## config.mk

```make
export PLATFORM = sky130hd
export DESIGN_NAME = spi_cpha1_slave
export DESIGN_NICKNAME = d
export VERILOG_FILES = /design/src/rtl/spi_s_pkg.sv /design/src/rtl/spi_s_sync.sv /design/src/rtl/spi_s_edge.sv /design/src/rtl/spi_s_shift.sv /design/src/rtl/spi_cpha1_slave.sv
export SDC_FILE = /design/constraint.sdc
export NUM_CORES = 1
export LEC_CHECK = 0
export BUFFER_PORTS_ARGS = -buffer_cell sky130_fd_sc_hd__buf_2
export CORE_MARGIN = 2
export CORE_UTILIZATION = 40
export CTS_BUF_LIST = sky130_fd_sc_hd__clkbuf_4
export DETAILED_ROUTE_END_ITERATION = 7
export SLEW_MARGIN = 20
export SYNTH_ARGS = -nofsm -noshare
export SYNTH_HDL_FRONTEND = slang
export SYNTH_SLANG_ARGS = --single-unit
```

## constraint.sdc

```tcl
create_clock -name clk -period 2.4 [get_ports clk]
set_clock_uncertainty 0.2 [all_clocks]
set_input_delay 0.12 -clock clk [delete_from_list [all_inputs] [get_ports clk]]
set_output_delay 0.12 -clock clk [all_outputs]
set_load 0.05 [all_outputs]
```

## src/rtl/spi_s_pkg.sv

```systemverilog
package spi_s_pkg;
  typedef struct packed {
    logic lead;
    logic trail;
  } sck_ev_t;
endpackage

```

## src/rtl/spi_s_sync.sv

```systemverilog
module spi_s_sync #(
  parameter int N      = 3,
  parameter int STAGES = 2
) (
  input  logic         clk,
  input  logic         rst_n,
  input  logic [N-1:0] rst_val,
  input  logic [N-1:0] d,
  output logic [N-1:0] q
);
  for (genvar i = 0; i < N; i++) begin : g_bit
    logic [STAGES-1:0] chain;
    always_ff @(posedge clk or negedge rst_n) begin
      if (!rst_n) chain <= {STAGES{rst_val[i]}};
      else        chain <= {chain[STAGES-2:0], d[i]};
    end
    assign q[i] = chain[STAGES-1];
  end
endmodule

```

## src/rtl/spi_s_edge.sv

```systemverilog
module spi_s_edge
  import spi_s_pkg::*;
#(
  parameter int W     = 8,
  parameter int GAP_W = 8,
  localparam int CW   = $clog2(W)
) (
  input  logic             clk,
  input  logic             rst_n,
  input  logic             sck_s,
  input  logic             sel_s,
  input  logic             idle_high,
  output sck_ev_t          ev,
  output logic             first_lead,
  output logic             frame_done,
  output logic [GAP_W-1:0] gap
);
  logic          sck_q;
  logic [CW-1:0] cnt_q, cnt_d;
  logic [GAP_W-1:0] gap_d;

  always_comb begin
    ev.lead  = !sel_s && (sck_q == idle_high) && (sck_s != idle_high);
    ev.trail = !sel_s && (sck_q != idle_high) && (sck_s == idle_high);
    first_lead = ev.lead && (cnt_q == '0);
    frame_done = ev.trail && (cnt_q == CW'(W-1));
    cnt_d = cnt_q;
    if (sel_s)         cnt_d = '0;
    else if (ev.trail) cnt_d = (cnt_q == CW'(W-1)) ? '0 : cnt_q + 1'b1;
    gap_d = gap;
    if (ev.lead || ev.trail) gap_d = '0;
    else if (gap != '1)      gap_d = gap + 1'b1;
  end

  always_ff @(posedge clk or negedge rst_n) begin
    if (!rst_n) begin
      sck_q <= 1'b0;
      cnt_q <= '0;
      gap   <= '0;
    end else begin
      sck_q <= sck_s;
      cnt_q <= cnt_d;
      gap   <= gap_d;
    end
  end

  AST_SEL_RESTARTS: assert property (@(posedge clk) disable iff (!rst_n)
    sel_s |=> (cnt_q == '0));
  AST_DONE_SINGLE: assert property (@(posedge clk) disable iff (!rst_n)
    frame_done |=> !frame_done);
endmodule

```

## src/rtl/spi_s_shift.sv

```systemverilog
module spi_s_shift
  import spi_s_pkg::*;
#(
  parameter int W = 8
) (
  input  logic         clk,
  input  logic         rst_n,
  input  sck_ev_t      ev,
  input  logic         first_lead,
  input  logic         lsb_first,
  input  logic         mosi_s,
  input  logic [W-1:0] tx_hold,
  output logic         tx_bit,
  output logic [W-1:0] rx_sh
);
  logic [W-1:0] tx_sh, tx_d, rx_d;

  always_comb begin
    tx_d = tx_sh;
    if (first_lead)   tx_d = tx_hold;
    else if (ev.lead) tx_d = lsb_first ? {1'b0, tx_sh[W-1:1]} : {tx_sh[W-2:0], 1'b0};
    rx_d = rx_sh;
    if (ev.trail)     rx_d = lsb_first ? {mosi_s, rx_sh[W-1:1]} : {rx_sh[W-2:0], mosi_s};
    tx_bit = lsb_first ? tx_sh[0] : tx_sh[W-1];
  end

  always_ff @(posedge clk or negedge rst_n) begin
    if (!rst_n) begin
      tx_sh <= '0;
      rx_sh <= '0;
    end else begin
      tx_sh <= tx_d;
      rx_sh <= rx_d;
    end
  end

  AST_TX_HOLDS: assert property (@(posedge clk) disable iff (!rst_n)
    !ev.lead |=> $stable(tx_sh));
  AST_RX_HOLDS: assert property (@(posedge clk) disable iff (!rst_n)
    !ev.trail |=> $stable(rx_sh));
endmodule

```

## src/rtl/spi_cpha1_slave.sv

```systemverilog
module spi_cpha1_slave
  import spi_s_pkg::*;
#(
  parameter int W     = 8,
  parameter int GAP_W = 8
) (
  input  logic         clk,
  input  logic         rst_n,
  input  logic         sck_i,
  input  logic         sel_n_i,
  input  logic         mosi_i,
  input  logic         idle_high,
  input  logic         lsb_first,
  input  logic [W-1:0] tx_word,
  input  logic         tx_load,
  output logic [W-1:0] rx_word,
  input  logic         rx_take,
  output logic         xfer_done,
  output logic         miso_o,
  output logic         miso_en
);
  logic [1:0] rst_pipe;
  logic       rst_sn;
  logic       sck_s, sel_s, mosi_s;
  sck_ev_t    ev;
  logic       first_lead, frame_done, frame_done_q;
  logic [GAP_W-1:0] gap;
  logic [W-1:0] tx_hold, rx_sh, rx_word_d;
  logic       pend_q, pend_d, done_d, set_flag;
  logic [GAP_W-1:0] dly_q, dly_d;

  always_ff @(posedge clk or negedge rst_n) begin
    if (!rst_n) rst_pipe <= 2'b00;
    else        rst_pipe <= {rst_pipe[0], 1'b1};
  end
  assign rst_sn = rst_pipe[1];

  spi_s_sync #(.N(3), .STAGES(2)) u_sync (
    .clk(clk), .rst_n(rst_sn), .rst_val(3'b010),
    .d({sck_i, sel_n_i, mosi_i}), .q({sck_s, sel_s, mosi_s}));

  spi_s_edge #(.W(W), .GAP_W(GAP_W)) u_edge (
    .clk(clk), .rst_n(rst_sn), .sck_s(sck_s), .sel_s(sel_s),
    .idle_high(idle_high), .ev(ev), .first_lead(first_lead),
    .frame_done(frame_done), .gap(gap));

  spi_s_shift #(.W(W)) u_shift (
    .clk(clk), .rst_n(rst_sn), .ev(ev), .first_lead(first_lead),
    .lsb_first(lsb_first), .mosi_s(mosi_s), .tx_hold(tx_hold),
    .tx_bit(miso_o), .rx_sh(rx_sh));

  assign miso_en = !sel_s;

  always_comb begin
    pend_d   = pend_q;
    dly_d    = dly_q;
    set_flag = 1'b0;
    if (pend_q) begin
      if (dly_q == '0 || ev.lead) begin
        pend_d   = 1'b0;
        set_flag = 1'b1;
      end else begin
        dly_d = dly_q - 1'b1;
      end
    end
    if (frame_done) begin
      pend_d = 1'b1;
      dly_d  = gap;
    end
    done_d = xfer_done;
    if (set_flag)     done_d = 1'b1;
    else if (rx_take) done_d = 1'b0;
    rx_word_d = frame_done_q ? rx_sh : rx_word;
  end

  always_ff @(posedge clk or negedge rst_sn) begin
    if (!rst_sn) begin
      tx_hold      <= '0;
      rx_word      <= '0;
      frame_done_q <= 1'b0;
      pend_q       <= 1'b0;
      dly_q        <= '0;
      xfer_done    <= 1'b0;
    end else begin
      if (tx_load) tx_hold <= tx_word;
      rx_word      <= rx_word_d;
      frame_done_q <= frame_done;
      pend_q       <= pend_d;
      dly_q        <= dly_d;
      xfer_done    <= done_d;
    end
  end

  AST_FLAG_HAS_CAUSE: assert property (@(posedge clk) disable iff (!rst_sn)
    $rose(xfer_done) |-> $past(pend_q));
  AST_TAKE_CLEARS: assert property (@(posedge clk) disable iff (!rst_sn)
    (xfer_done && rx_take && !pend_q) |=> !xfer_done);
  AST_WORD_ON_FRAME: assert property (@(posedge clk) disable iff (!rst_sn)
    !frame_done_q |=> $stable(rx_word));
endmodule

```

==> metrics.md <==
| Metric | Value |
|---|---|
| Status | `finished, final reports clean` |
| Most used cell, CP | `or4_1` |
| Initial antenna violation count | `0` |
| Vias per cell | `4.98` |
| Final setup vio count | `0` |
| Initial DRC Count | `94` |
| Layout Cell Area excl Fill | `0.00357 mm2` |
| Reg power frac | `54.7%` |
| Gpl congestion | `0.807` |
| Clock root buffer master | `clkbuf_4` |
| Distinct cell type count after synthesis | `39` |
| Peak supply drop | `221 uV` |
| CTS tree | `built` |
| Port buffer count | `27` |
| Fillers | `693` |
| Die X | `89.5 um` |
| DIE AREA | `0.00801 mm2` |
| Leak Pwr | `1.67 nW` |
| Predominant post-synthesis flop cell | `dfrtp_1` |
| Vias in the first global route | `2164` |
| FF+latch count, synth | `63` |
| Post-place setup slack | `0.148 ns` |
| Critical setup path kind | `reg -> reg` |
| Worst path max stage delay | `0.58 ns` |
| Layout area overhead | `22.0%` |
| Slew Viols, Final | `0` |
| CP Cell Sequence | `or4_4, or4_1, or4_1, a31oi_1` |
| Remaining DRCs | `0` |
| FP Rows | `31` |
| Post-CTS Setup Bufs | `0` |
| Hold WS | `0.0519 ns` |
| Share of cells above drive strength 1 | `21.5%` |
| Syn_nets | `303` |
| Top-area cell type share of the netlist area | `52.2%` |
| Fin crit share | `94.5%` |
| Psw | `0.698 mW` |
| GRT overflow | `0` |
| Crit path DAT | `2.41 ns` |
| Req. time, crit path | `2.54 ns` |
| DP HPWL | `3570 um` |
| Total of warnings raised by yosys | `0` |
| Mapped Area | `0.00292 mm2` |
| Final worst slack | `0.133 ns` |
| Clock Latency Late Sink | `0.42 ns` |
| Pre-antenna DRT Iters | `4` |
| Layout Nets | `357` |
| Core area | `0.00718 mm2` |
| Antenna Cells | `0` |
| Combinational Power Share | `13.9%` |
| Area post-placement | `0.00319 mm2` |
| CTS HTree Levels | `3` |
| Syn_area_per_cell | `10.4 um2` |
| Slowest CP cell | `or4_4` |
| CP startpoint kind | `flip-flop` |
| Final-report hold violation count | `0` |
| Die Y | `89.5 um` |
| Largest cells by area after synthesis | `dfrtp_1 (52%), mux2i_1 (6.5%), mux2_2 (6.2%), o21ai_0 (5.8%), nand2_1 (4.2%)` |
| Largest net degree at the start of global routing | `62` |
| Net Sw Frac | `29.7%` |
| First-pass GRT wire length | `9720 um` |
| Worst-path fanout max | `6` |
| Fin cells | `438` |
| Dpl cells | `398` |
| FMAX | `0.441 GHz` |
| Clock slew at reported path FFs | `0.13 ns` |
| Via count | `2181` |
| Seq/Total Area, Yosys | `54.0%` |
| CTS Buffer Depth | `2` |
| Initial Util | `40.7%` |
| CTS sink cnt | `63` |
| Final core occ | `49.7%` |
| Post-DRT Antenna Nets | `0` |
| Post-synthesis async set-or-reset flop share | `100%` |
| Post_cts resized | `0` |
| Setup crit end kind | `flip-flop` |
| EDFF count, synth | `0` |
| Power per Cell Area | `659 mW/mm2` |
| RSZ-0062 raised after global routing | `false` |
| Gate Count Post-Synth | `280` |
| P_int | `1.65 mW` |
| Post-DR wirelength/cell | `12.9 um` |
| IO Count | `28` |
| Yosys top cell by area | `dfrtp_1` |
| Pwr Total | `2.35 mW` |
| Post-CTS Hold Fix Bufs | `24` |
| Drt total wl | `5670 um` |
| Total negative setup slack | `0 ns` |
| Max cap viols | `0` |
| Clk pwr share | `31.4%` |
| Tot GR Track Use | `16.0%` |
| Most frequent cell after synthesis | `dfrtp_1` |
| Hold Path Class | `reg -> async` |
| Top cells by count, synth | `dfrtp_1 (61), o21ai_0 (34), nand2_1 (33)` |
| CTS buffer count | `9` |
| Post-route minimum period | `2.27 ns` |
| Worst r2r path cells | `4` |
==> metal layers <==
| layer | up-vias | part of all wire (%) | GRT usage [%] |
|---|---|---|---|
| li1 | 1106 | - | - |
| met1 | 1027 | 48 | 20.7 |
| met2 | 33 | 47 | 24.2 |
| met3 | 15 | 2.8 | 4.34 |
| met4 | 0 | 2.6 | 8.96 |
| met5 | - | 0 | 0 |
==> power by group through the flow <==
stage          Combinational [mW]  Sequential (mW)  Clock, mW
6_report                    0.327             1.28      0.738
2_1_floorplan               0.227             1.28          0
4_1_cts                     0.331             1.28      0.757
3_3_place_gp                0.280             1.30          0
5_1_grt                     0.378             1.30      0.810
3_5_place_dp                0.291             1.31          0
==> worst paths after layout <==
path | startpoint | end | slack [ns]
hold / removal | rst_pipe[1] | rx_word[2] | 0.05
hold reg to reg | rst_pipe[1] | rx_word[2] | 0.05
max in group asynchronous | rst_n | rst_pipe[1] | 1.51
setup / recovery | dly_q[5] | dly_q[7] | 0.13
setup reg to reg | dly_q[5] | dly_q[7] | 0.13
min in group clk | lsb_first | u_shift.rx_sh[7] | 0.06
==> placed cells by master (no fill, tap or decap), types with 9 or more instances in the layout <==
master         instances
buf_2                 27
a31oi_1                9
dlygate4sd3_1         24
clkbuf_4               9
inv_1                 10
mux2_2                16
dfrtp_1               60
nor2_1                21
mux2i_1               19
o21ai_0               34
nand2_1               33
==> sequential cells by signal, summed over array words and instances, names as in the netlist <==
name                flops
u_shift.tx_sh           8
u_edge.cnt_q            3
rx_word                 8
dly_q                   8
frame_done_q            1
u_shift.rx_sh           8
tx_hold                 8
u_edge.gap              8
u_edge.sck_q            1
rst_pipe                2
pend_q                  1
xfer_done               1
u_sync.g_bit.chain      6
==> worst max-delay path: cells and delay by family (launching register included) <==
kind | cells | cell delay (ns)
flops | 1 | 0.42
compound gates | 1 | 0.16
simple gates | 3 | 1.42
==> cells by family after synthesis <==
group | after synthesis | synth area share, %
AOI/OAI and AO/OA | 57 | 11.2
muxes | 35 | 12.7
other | 1 | 0.128
adders and majority gates | 6 | 2.57
buffers and inverters | 24 | 3.17
and+or+nand+nor | 92 | 15.7
xor gates and xnor gates | 2 | 0.599
DFF | 63 | 54.0
==> area by class of cell <==
| class | instances | area, um2 | share of cell area, % |
|---|---|---|---|
| Sequential cell | 63 | 1580 | 44.3 |
| Multi-Input combinational cell | 193 | 1250 | 35.1 |
| Timing Repair Buffer | 57 | 433 | 12.1 |
| Tap cell | 99 | 124 | 3.47 |
| Clock inverter | 7 | 71.3 | 2.00 |
| Clock buffer | 9 | 67.6 | 1.89 |
| Inverter | 10 | 37.5 | 1.05 |
Note: power is estimated with default switching activity, not from simulation.
